## src/rtl/pte_xlate_pkg.sv

```systemverilog
`timescale 1ns/1ps
package pte_xlate_pkg;
  parameter int PTE_W      = 64;
  parameter int NAPOT_POS  = 63;
  parameter int PPN_SHIFT  = 10;
  parameter int PG_OFS     = 12;
  parameter int VA_W       = 39;
  parameter int LVL_VPN    = 9;
  parameter int MAX_LEVELS = 3;
  parameter int NAPOT_LOG2 = 4;
  parameter int BIT_R      = 1;
  parameter int BIT_W      = 2;
  parameter int BIT_X      = 3;

  localparam int PPN_W = NAPOT_POS - PPN_SHIFT;
  localparam int PA_W  = PPN_W + PG_OFS;
  localparam int VPN_W = VA_W - PG_OFS;
  localparam int LVL_W = $clog2(MAX_LEVELS + 1);
  localparam int CNT_W = $clog2(PPN_W + 2);

  typedef logic [PPN_W-1:0] ppn_t;

  typedef struct packed {
    logic rd;
    logic wr;
    logic ex;
  } perm_t;

  // index of the least significant set bit (0 when none)
  function automatic logic [CNT_W-1:0] lowest_one(input ppn_t v);
    logic [CNT_W-1:0] idx;
    idx = '0;
    for (int i = PPN_W - 1; i >= 0; i--) begin
      if (v[i]) idx = CNT_W'(i);
    end
    return idx;
  endfunction

  // mask with the n lowest bits set
  function automatic ppn_t low_mask(input int n);
    ppn_t m;
    for (int i = 0; i < PPN_W; i++) m[i] = (i < n);
    return m;
  endfunction
endpackage

```

## src/rtl/napot_check.sv

```systemverilog
`timescale 1ns/1ps
module napot_check
  import pte_xlate_pkg::*;
(
  input  logic             napot,
  input  ppn_t             ppn,
  input  logic [LVL_W-1:0] level,
  input  logic [LVL_W-1:0] levels,
  output logic [CNT_W-1:0] size_k,
  output logic             zero_ppn,
  output logic             not_last,
  output logic             bad_size,
  output logic             nap_fault
);
  logic [CNT_W-1:0] tz;

  always_comb begin
    tz       = lowest_one(ppn);
    size_k   = napot ? tz + CNT_W'(1) : '0;
    zero_ppn = napot && (ppn == '0);
    not_last = napot && ((int'(level) + 1) != int'(levels));
    bad_size = (size_k != '0) && (size_k != CNT_W'(NAPOT_LOG2));
    nap_fault = zero_ppn || not_last || bad_size;
  end
endmodule

```

## src/rtl/ppn_merge.sv

```systemverilog
`timescale 1ns/1ps
module ppn_merge
  import pte_xlate_pkg::*;
(
  input  ppn_t             ppn,
  input  logic [VPN_W-1:0] vpn,
  input  logic [CNT_W-1:0] size_k,
  input  logic [LVL_W-1:0] level,
  input  logic [LVL_W-1:0] levels,
  output ppn_t             ppn_out
);
  ppn_t vpn_ext;
  ppn_t grp_mask;
  ppn_t sup_mask;
  int   span;

  always_comb begin
    vpn_ext = PPN_W'(vpn);
    if ((int'(level) + 1) < int'(levels))
      span = LVL_VPN * (int'(levels) - 1 - int'(level));
    else
      span = 0;
    grp_mask = low_mask(int'(size_k));
    sup_mask = low_mask(span);
    ppn_out  = (ppn & ~grp_mask) | (vpn_ext & grp_mask) | (vpn_ext & sup_mask);
  end
endmodule

```

## src/rtl/perm_map.sv

```systemverilog
`timescale 1ns/1ps
module perm_map
  import pte_xlate_pkg::*;
(
  input  logic  r_bit,
  input  logic  w_bit,
  input  logic  x_bit,
  input  logic  mxr,
  input  logic  fault,
  output perm_t perm
);
  always_comb begin
    perm.rd = !fault && (r_bit || (x_bit && mxr));
    perm.wr = !fault && w_bit;
    perm.ex = !fault && x_bit;
  end
endmodule

```

## src/rtl/pte_leaf_xlate.sv

```systemverilog
`timescale 1ns/1ps
module pte_leaf_xlate
  import pte_xlate_pkg::*;
(
  input  logic             clk,
  input  logic             rst_n,
  input  logic             req_valid,
  input  logic [PTE_W-1:0] pte,
  input  logic [VA_W-1:0]  va,
  input  logic [LVL_W-1:0] walk_level,
  input  logic [LVL_W-1:0] level_count,
  input  logic             mxr,
  output logic             result_valid,
  output logic             fault,
  output logic [PA_W-1:0]  pa,
  output logic             perm_rd,
  output logic             perm_wr,
  output logic             perm_ex
);
  // named internal events
  ppn_t             raw_ppn;
  ppn_t             merged_ppn;
  logic             napot_flag;
  logic [CNT_W-1:0] size_k;
  logic             zero_ppn;
  logic             not_last;
  logic             bad_size;
  logic             nap_fault;
  perm_t            perm_n;
  perm_t            perm_q;
  logic             unused_pte_bits;

  assign napot_flag      = pte[NAPOT_POS];
  assign raw_ppn         = pte[NAPOT_POS-1:PPN_SHIFT];
  assign unused_pte_bits = ^{pte[PPN_SHIFT-1:BIT_X+1], pte[0]};

  napot_check u_check (
    .napot     (napot_flag),
    .ppn       (raw_ppn),
    .level     (walk_level),
    .levels    (level_count),
    .size_k    (size_k),
    .zero_ppn  (zero_ppn),
    .not_last  (not_last),
    .bad_size  (bad_size),
    .nap_fault (nap_fault)
  );

  ppn_merge u_merge (
    .ppn     (raw_ppn),
    .vpn     (va[VA_W-1:PG_OFS]),
    .size_k  (size_k),
    .level   (walk_level),
    .levels  (level_count),
    .ppn_out (merged_ppn)
  );

  perm_map u_perm (
    .r_bit (pte[BIT_R]),
    .w_bit (pte[BIT_W]),
    .x_bit (pte[BIT_X]),
    .mxr   (mxr),
    .fault (nap_fault),
    .perm  (perm_n)
  );

  always_ff @(posedge clk) begin
    if (!rst_n) begin
      result_valid <= 1'b0;
      fault        <= 1'b0;
      pa           <= '0;
      perm_q       <= '0;
    end else begin
      result_valid <= req_valid;
      if (req_valid) begin
        fault  <= nap_fault;
        pa     <= nap_fault ? '0 : {merged_ppn, va[PG_OFS-1:0]};
        perm_q <= perm_n;
      end
    end
  end

  assign perm_rd = perm_q.rd;
  assign perm_wr = perm_q.wr;
  assign perm_ex = perm_q.ex;
endmodule

```

## config.mk

```make
export PLATFORM = sky130hd
export DESIGN_NAME = pte_leaf_xlate
export DESIGN_NICKNAME = d
export VERILOG_FILES = /design/src/rtl/pte_xlate_pkg.sv /design/src/rtl/napot_check.sv /design/src/rtl/ppn_merge.sv /design/src/rtl/perm_map.sv /design/src/rtl/pte_leaf_xlate.sv
export SDC_FILE = /design/constraint.sdc
export NUM_CORES = 1
export LEC_CHECK = 0
export BUFFER_PORTS_ARGS = -buffer_cell sky130_fd_sc_hd__buf_2
export CAP_MARGIN = 20
export CORE_MARGIN = 2
export CORE_UTILIZATION = 53
export CTS_CLUSTER_DIAMETER = 40
export CTS_CLUSTER_SIZE = 25
export DETAILED_ROUTE_END_ITERATION = 16
export GPL_TIMING_DRIVEN = 0
export PLACE_DENSITY = 0.82
export SYNTH_ARGS = -nofsm -noshare
export SYNTH_HDL_FRONTEND = slang
export SYNTH_SLANG_ARGS = --single-unit
```

## constraint.sdc

```tcl
create_clock -name clk -period 5.6 [get_ports clk]
set_clock_uncertainty 0.05 [all_clocks]
set_input_delay 0 -clock clk [delete_from_list [all_inputs] [get_ports clk]]
set_output_delay 0 -clock clk [all_outputs]
set_load 0.05 [all_outputs]
```

# ---- Word-level counts from Yosys, hierarchy flattened
# Index checks and enable logic that the tools add are counted.
dict set report classes {
  add_sub_neg 4
  mul 1
  n_div 0
  n_lt_le_gt_ge 107
  n_eq_ne 2
  shift 0
  muxes 56
  bitwise 6
  n_reduce_logical 13
}
# cell n
set ops {}
lappend ops {{7-bit by 32-bit < comparator with 1-bit output (first input constant)} 21}
lappend ops {{6-bit by 32-bit < comparator with 1-bit output (first input constant)} 16}
lappend ops {{6-bit 2-to-1 mux} 54}
lappend ops {{5-bit by 32-bit < comparator with 1-bit output (first input constant)} 8}
lappend ops {{4-bit by 32-bit < comparator with 1-bit output (first input constant)} 4}
lappend ops {{6-bit < comparator (first input constant)} 21}
lappend ops {{27-bit by 53-bit AND with 53-bit output} 2}
lappend ops {{53-bit bitwise OR} 2}
lappend ops {{5-bit by 6-bit < comparator with 1-bit output (first input constant)} 16}
lappend ops {{65-bit 2-to-1 mux} 1}
lappend ops {{3-bit by 32-bit < comparator with 1-bit output (first input constant)} 2}
lappend ops {{53-bit AND} 1}
lappend ops {{53-bit zero test} 1}
lappend ops {{53-bit inverter} 1}
lappend ops {{4-bit by 6-bit < comparator with 1-bit output (first input constant)} 8}
lappend ops {{1-bit by 32-bit < comparator with 1-bit output (first input constant)} 1}
lappend ops {{2-bit by 32-bit < comparator with 1-bit output (first input constant)} 1}
lappend ops {{5-bit by 32-bit multiplier with 32-bit output (first input constant)} 1}
lappend ops {{32-bit 2-to-1 mux} 1}
lappend ops {{32-bit by 3-bit != test with 1-bit output} 1}
lappend ops {{32-bit by 3-bit subtractor with 32-bit output} 1}
lappend ops {{3-bit by 6-bit < comparator with 1-bit output (first input constant)} 4}
lappend ops {{1-bit by 6-bit < comparator with 1-bit output (first input constant)} 2}
lappend ops {{2-bit by 6-bit < comparator with 1-bit output (first input constant)} 2}
lappend ops {{9 further kinds} 17}
dict set report word_totals {
  regBits 70
  latchBits 0
  mem_bits_rw 0
  mem_bits_ro 0
  input_bits 111
  wordCells 195
  memories 0
}

# ---- Depth between registers and ports, before layout
dict set report depth {
  word_depth 61
  depth_mapped 23
  depth_no_buf 20
}

# ---- By module
# Synthesis repeated with hierarchy kept, for this count alone.
dict set report hier_totals {
  hier_cells 759
  hier_area_um2 5704.2
}
# module instances cells_per_inst area_per_inst_um2
set by_module_without_submodules {}
lappend by_module_without_submodules {pte_leaf_xlate 1 304 2866.5}
lappend by_module_without_submodules {ppn_merge 1 269 1726.7}
lappend by_module_without_submodules {napot_check 1 182 1089.8}
lappend by_module_without_submodules {perm_map 1 4 21.3}

# ---- Least setup slack after synthesis
# Ideal clock, no wire load.
dict set report synth_path {
  kind {input to register}
  start {in level_count[1]}
  end {reg pa[34]}
  arrival_ns 4.621
  required_time_ns 5.425
  setup_slack_ns 0.804
  path_stages 19
  path_cell_list {inv_1 > ha_1 > inv_1 > ha_1 > a211o_1 > ha_1 > ha_1 > inv_1 > fa_1 > and2b_1 > o221ai_2 > a21oi_1 > xor2_1 > or3_1 > or4_1 > a2111o_1 > or3_1 > a2111oi_2 > o21ai_1}
}
dict set report synth_via {
  elab_chain_len 8
  elab_cells_between_ends 13
}
# item line_no
set synth_rtl {}
lappend synth_rtl {{from (decl)} pte_leaf_xlate.sv:11} ;# input logic [LVL_W-1:0] level_count,
lappend synth_rtl {{2-bit by 1-bit subtractor with 3-bit output} ppn_merge.sv:20} ;# span = LVL_VPN * (int'(levels) - 1 - int'(level));
lappend synth_rtl {{32-bit by 3-bit subtractor with 32-bit output} ppn_merge.sv:20}
lappend synth_rtl {{5-bit by 32-bit multiplier with 32-bit output} ppn_merge.sv:20}
lappend synth_rtl {{32-bit 2-to-1 mux} ppn_merge.sv:19} ;# if ((int'(level) + 1) < int'(levels))
lappend synth_rtl {{6-bit by 32-bit < comparator with 1-bit output} pte_xlate_pkg.sv:42} ;# for (int i = 0; i < PPN_W; i++) m[i] = (i < n);
lappend synth_rtl {{27-bit by 53-bit AND with 53-bit output} ppn_merge.sv:25} ;# ppn_out = (ppn & ~grp_mask) | (vpn_ext & grp_mask) | (vpn_ext & sup_mask);
lappend synth_rtl {{53-bit bitwise OR} ppn_merge.sv:25}
lappend synth_rtl {{65-bit 2-to-1 mux (*)} pte_leaf_xlate.sv:77} ;# pa <= nap_fault ? '0 : {merged_ppn, va[PG_OFS-1:0]};
lappend synth_rtl {{to (signal assigned)} pte_leaf_xlate.sv:77}
lappend synth_rtl {{to (decl)} pte_leaf_xlate.sv:15} ;# output logic [PA_W-1:0] pa,
# Every way passes the cells marked *; elsewhere a longest branch is shown, timed or not.
# A chain may end at the register's enable or synchronous reset.

# ---- Worst setup path after layout
dict set report layout_path {
  start {in level_count[1]}
  end {reg pa[23]}
}
dict set report layout_via {
  elab_chain_len 8
  elab_cells_between_ends 13
}
# item line_no
set layout_rtl {}
lappend layout_rtl {{2-bit by 1-bit subtractor with 3-bit output} ppn_merge.sv:20}
lappend layout_rtl {{32-bit by 3-bit subtractor with 32-bit output} ppn_merge.sv:20}
lappend layout_rtl {{5-bit by 32-bit multiplier with 32-bit output} ppn_merge.sv:20}
lappend layout_rtl {{32-bit 2-to-1 mux} ppn_merge.sv:19}
lappend layout_rtl {{5-bit by 32-bit < comparator with 1-bit output} pte_xlate_pkg.sv:42}
lappend layout_rtl {{27-bit by 53-bit AND with 53-bit output} ppn_merge.sv:25}
lappend layout_rtl {{53-bit bitwise OR} ppn_merge.sv:25}
lappend layout_rtl {{65-bit 2-to-1 mux (*)} pte_leaf_xlate.sv:77}
# Marked as above.

==> key figures <==
Outcome
  – Run status: complete, no violations

Final layout
  – Non-filler instance count after layout: about 1,200
  – Post-route cell area: approximately 8400 um^2
  – Share of the core filled with cells: approximately 73%
  – Diode count: 0
  – Post-layout nets: 1,205
  – Filler cell count in the final layout: 919
  – Layout cells sized above 1: 24.0%
  – Layout Area Growth over Synthesis: 35.3%

STA
  – Portion of the clock cycle consumed by the worst path in the final layout: 95.3%
  – Max Slew Vio Count: 0
  – Min Clock Period, post-route: 5.33 ns
  – Pin slew with the least headroom to its limit: roughly 0.89 ns
  – Worst-case setup margin in the final layout: 0.265 ns
  – Sum Neg Setup Slack: 0 ns
  – Number of setup violations in the final report: 0
  – Max transition margin: between 40% and 50%
  – Fin Hold WS: between 0.015 and 0.02 ns
  – Unrepaired setup endpoints after global routing: yes
  – Final count of hold timing violations: 0
  – Fmax achieved: 187 MHz

Placement
  – Number of port buffers: 173
  – Area post-placement: around 7200 um^2
  – Final RePlAce weighted congestion: between 1 and 1.5
  – Worst Setup Slack post-DPL: -0.144 ns
  – Sum of net half-perimeters after detailed placement: about 19,000 um
  – Number of cells after detailed placement: between 1,000 and 1,500

Detailed routing
  – Iteration-0 DRC Markers: around 1,200
  – Router iterations before antenna repair: 6
  – Number of vias in the routed layout: 8,015
  – Routed WL per cell: 21.7 um
  – Number of nets with antenna violations after detailed routing: 0
  – Residual DRC: 0
  – Detailed-route vias per instance: 6.65
  – Aggregate routed wire length: ~26,000 um

CTS
  – TritonCTS buffer count: 9
  – Clock latency of the later-clocked register in the worst-skew pair: 0.34 ns
  – TritonCTS clock tree: done
  – Root cell of the clock tree: sky130_fd_sc_hd__clkbuf_16
  – Maximum clock insertion buffer count: 2
  – CTS sink count: 70
  – H-tree levels: 3
  – Clk slew on worst S/H paths: 0.06 ns
  – Number of buffers added for setup after CTS: 0

Hold path
  – Hold-critical path depth: 3
  – Path type of the worst min-delay path: in -> reg
  – Min-Delay Startpoint: pte[20]

Synthesis
  – Synth Instances: approximately 800
  – Sequential share of the synthesized area: 22.7%
  – Dominant register cell in the synthesized netlist: sky130_fd_sc_hd__dfxtp_1
  – Post-synth EDFFs: 0
  – Cell area after technology mapping: ~6200 um^2
  – Flops & latches, synth: 70
  – Number of distinct library cell variants in the gate-level netlist after synthesis: 87
  – Mean post-synth cell area: 7.74 um^2
  – Share of flip-flops with an asynchronous set or reset after synthesis: 0%
  – Net Count, Synth: 945
  – YS warnings: 0

Worst setup path
  – Critical Path Fanout Max: 9
  – Critical path startpoint: level_count[1]
  – R2R Path End: pa[37]
  – Worst reg2reg path startpoint: pa[37]
  – Setup CP Type: in -> reg
  – Register-to-register setup slack: 4.34 ns
  – Data arrival, critical path: between 5 and 6 ns
  – Critical path endpoint category: flop
  – Required time at the worst-slack endpoint: 5.77 ns
  – Crit path capture: pa[23]
  – Critical path launch point type: primary input
  – Register-to-Register Path Depth: 3

Pwr
  – Total power of the final layout: 2.43 mW
  – Leakage component of the power: about 3.7 nW
  – Power per unit of standard cell area: 291 nW/um^2
  – Worst voltage drop across the vdd grid: 0.219 mV

Global route
  – Via count of the first global-routing pass: ~7,700
  – Largest net degree at the start of global routing: 13
  – Number of antenna violations at the first check in global routing: 0
  – Wire length of the first global-routing pass: 40,900 um
  – Overflow left after global routing: 0
  – Global Route Usage Sum: 40.6%

Floorplanning
  – Die ar.: 12,500 um^2
  – Die Width: 112 um
  – Row cnt: 39
  – I/O pins: approximately 180
  – Height of the die: 112 um
  – Starting density of the core: a little over half
  – Area of the placeable core: 11,400 um^2

Run
  – Count of maximum capacitance violations: 0
layout by cell type, fill, tap and decap left out, drive strengths merged, types with 5 or more instances in the layout:
cell,count
nor4,16
inv,39
o21ai,52
ha,34
a22oi,43
nor3,26
nand3,20
nand2,64
clkinv,5
nor2,42
nand4,10
or2,8
a21o,12
a31oi,10
dlygate4sd3,76
o211ai,15
o2111ai,6
nor2b,44
o31ai,11
a22o,13
dfxtp,70
a211oi,20
o21a,16
mux2i,5
or4,14
clkbuf,30
or3,15
o311ai,8
and3,8
buf,192
a21oi,44
and2,13
layout make-up:
class / instances / area, um^2 / share of cell area, %
multi-input cells: 649 / 4500 / 53.9
repair buffers: 249 / 1630 / 19.5
flip-flops and latches: 70 / 1400 / 16.8
clock buffers: 11 / 253 / 3.03
plain buffers: 38 / 183 / 2.19
well taps: 143 / 179 / 2.14
inverters: 40 / 150 / 1.80
clock inverters: 5 / 57.6 / 0.689
layer usage:
metal | track usage, % | part of all wire (%)
met1 | 50.0 | 37
met2 | 67.9 | 46
met3 | 9.04 | 12
met4 | 18.4 | 5.0
met5 | 0 | 0
cells in the mapped netlist, types with 5 or more instances:
cell type | instances | area share (%)
sky130_fd_sc_hd__a22o_1 | 13 | 1.8
sky130_fd_sc_hd__buf_2 | 16 | 1.3
sky130_fd_sc_hd__a22oi_1 | 43 | 5.2
sky130_fd_sc_hd__a21oi_1 | 42 | 3.4
sky130_fd_sc_hd__or2_2 | 5 | 0.51
sky130_fd_sc_hd__or3_1 | 15 | 1.5
sky130_fd_sc_hd__and2_1 | 12 | 1.2
sky130_fd_sc_hd__clkbuf_1 | 19 | 1.2
sky130_fd_sc_hd__nor4_1 | 16 | 1.6
sky130_fd_sc_hd__dfxtp_1 | 70 | 23
sky130_fd_sc_hd__o2111ai_1 | 6 | 0.85
sky130_fd_sc_hd__a31oi_1 | 9 | 0.91
sky130_fd_sc_hd__a211oi_2 | 5 | 1.0
sky130_fd_sc_hd__o311ai_0 | 5 | 0.71
sky130_fd_sc_hd__nor3_1 | 25 | 2.0
sky130_fd_sc_hd__ha_1 | 34 | 6.9
sky130_fd_sc_hd__nand2_1 | 64 | 3.9
sky130_fd_sc_hd__nor2_1 | 40 | 2.4
sky130_fd_sc_hd__a211oi_1 | 15 | 1.8
sky130_fd_sc_hd__inv_1 | 39 | 2.4
sky130_fd_sc_hd__o21a_1 | 16 | 1.9
sky130_fd_sc_hd__nand3_1 | 19 | 1.5
sky130_fd_sc_hd__or4_1 | 14 | 1.7
sky130_fd_sc_hd__o31ai_1 | 11 | 1.3
sky130_fd_sc_hd__nor2b_1 | 42 | 4.3
sky130_fd_sc_hd__and3_1 | 8 | 0.81
sky130_fd_sc_hd__nand4_1 | 10 | 1.0
sky130_fd_sc_hd__o21ai_0 | 47 | 3.8
sky130_fd_sc_hd__o21ai_1 | 5 | 0.41
sky130_fd_sc_hd__a21o_1 | 12 | 1.5
sky130_fd_sc_hd__o211ai_1 | 15 | 1.8
critical path, stage by stage:
cell and delay, ns:
sky130_fd_sc_hd__buf_2 0.10, sky130_fd_sc_hd__inv_1 0.09, sky130_fd_sc_hd__ha_1 0.23, sky130_fd_sc_hd__inv_1 0.09
sky130_fd_sc_hd__ha_1 0.23, sky130_fd_sc_hd__a211o_1 0.26, sky130_fd_sc_hd__ha_1 0.35, sky130_fd_sc_hd__ha_1 0.34
sky130_fd_sc_hd__inv_1 0.07, sky130_fd_sc_hd__fa_1 0.47, sky130_fd_sc_hd__and2b_1 0.28, sky130_fd_sc_hd__o221ai_2 0.16
sky130_fd_sc_hd__a21oi_2 0.26, sky130_fd_sc_hd__a221oi_1 0.13, sky130_fd_sc_hd__or4b_2 0.71, sky130_fd_sc_hd__a211oi_4 0.28
sky130_fd_sc_hd__nand4b_1 0.16, sky130_fd_sc_hd__and2_1 0.18, sky130_fd_sc_hd__buf_2 0.18, sky130_fd_sc_hd__o311ai_1 0.28
sky130_fd_sc_hd__nand2_1 0.07, sky130_fd_sc_hd__dlygate4sd3_1 0.57
power by group:
group | total (mW) | switching, mW | internal (mW)
sequential | 0.540 | 0.0156 | 0.525
combinational | 1.29 | 0.818 | 0.472
clock | 0.596 | 0.227 | 0.369
total | 2.43 | 1.06 | 1.37
worst min-delay path by stage:
stage | endpoint | slack, ns
after floorplan | pa[33] | 0.08
after global placement | pa[23] | 0.19
after detailed placement | pa[23] | 0.19
after CTS | pa[17] | 0.002
after global routing | result_valid | 0.02
final | pa[22] | 0.02
cells by family (layout without fill, tap and decap cells):
group	count (synthesis)	count (layout)	share of synthesized area (%)
buffers and inverters	78	343	5.37
AND/OR/NAND/NOR	300	300	26.5
multiplexers	7	7	1.38
adder cells (fa/ha/maj)	37	37	7.87
flip-flops	70	70	22.7
AO/OA/AOI/OAI	299	299	35.3
XOR/XNOR	6	6	0.851
registers in the layout (all words and copies together), names as in the netlist:
register / cells
fault: 1
pa: 65
perm_ex: 1
perm_rd: 1
perm_wr: 1
result_valid: 1
what timing repair did:
action / CTS / global route
gates resized for setup: 0 / 15
hold buffers: 76 / 0
setup endpoints to repair: 0 / 19
hold endpoints to repair: 64 / 0
No activity file was read; power rests on OpenSTA's default activity.
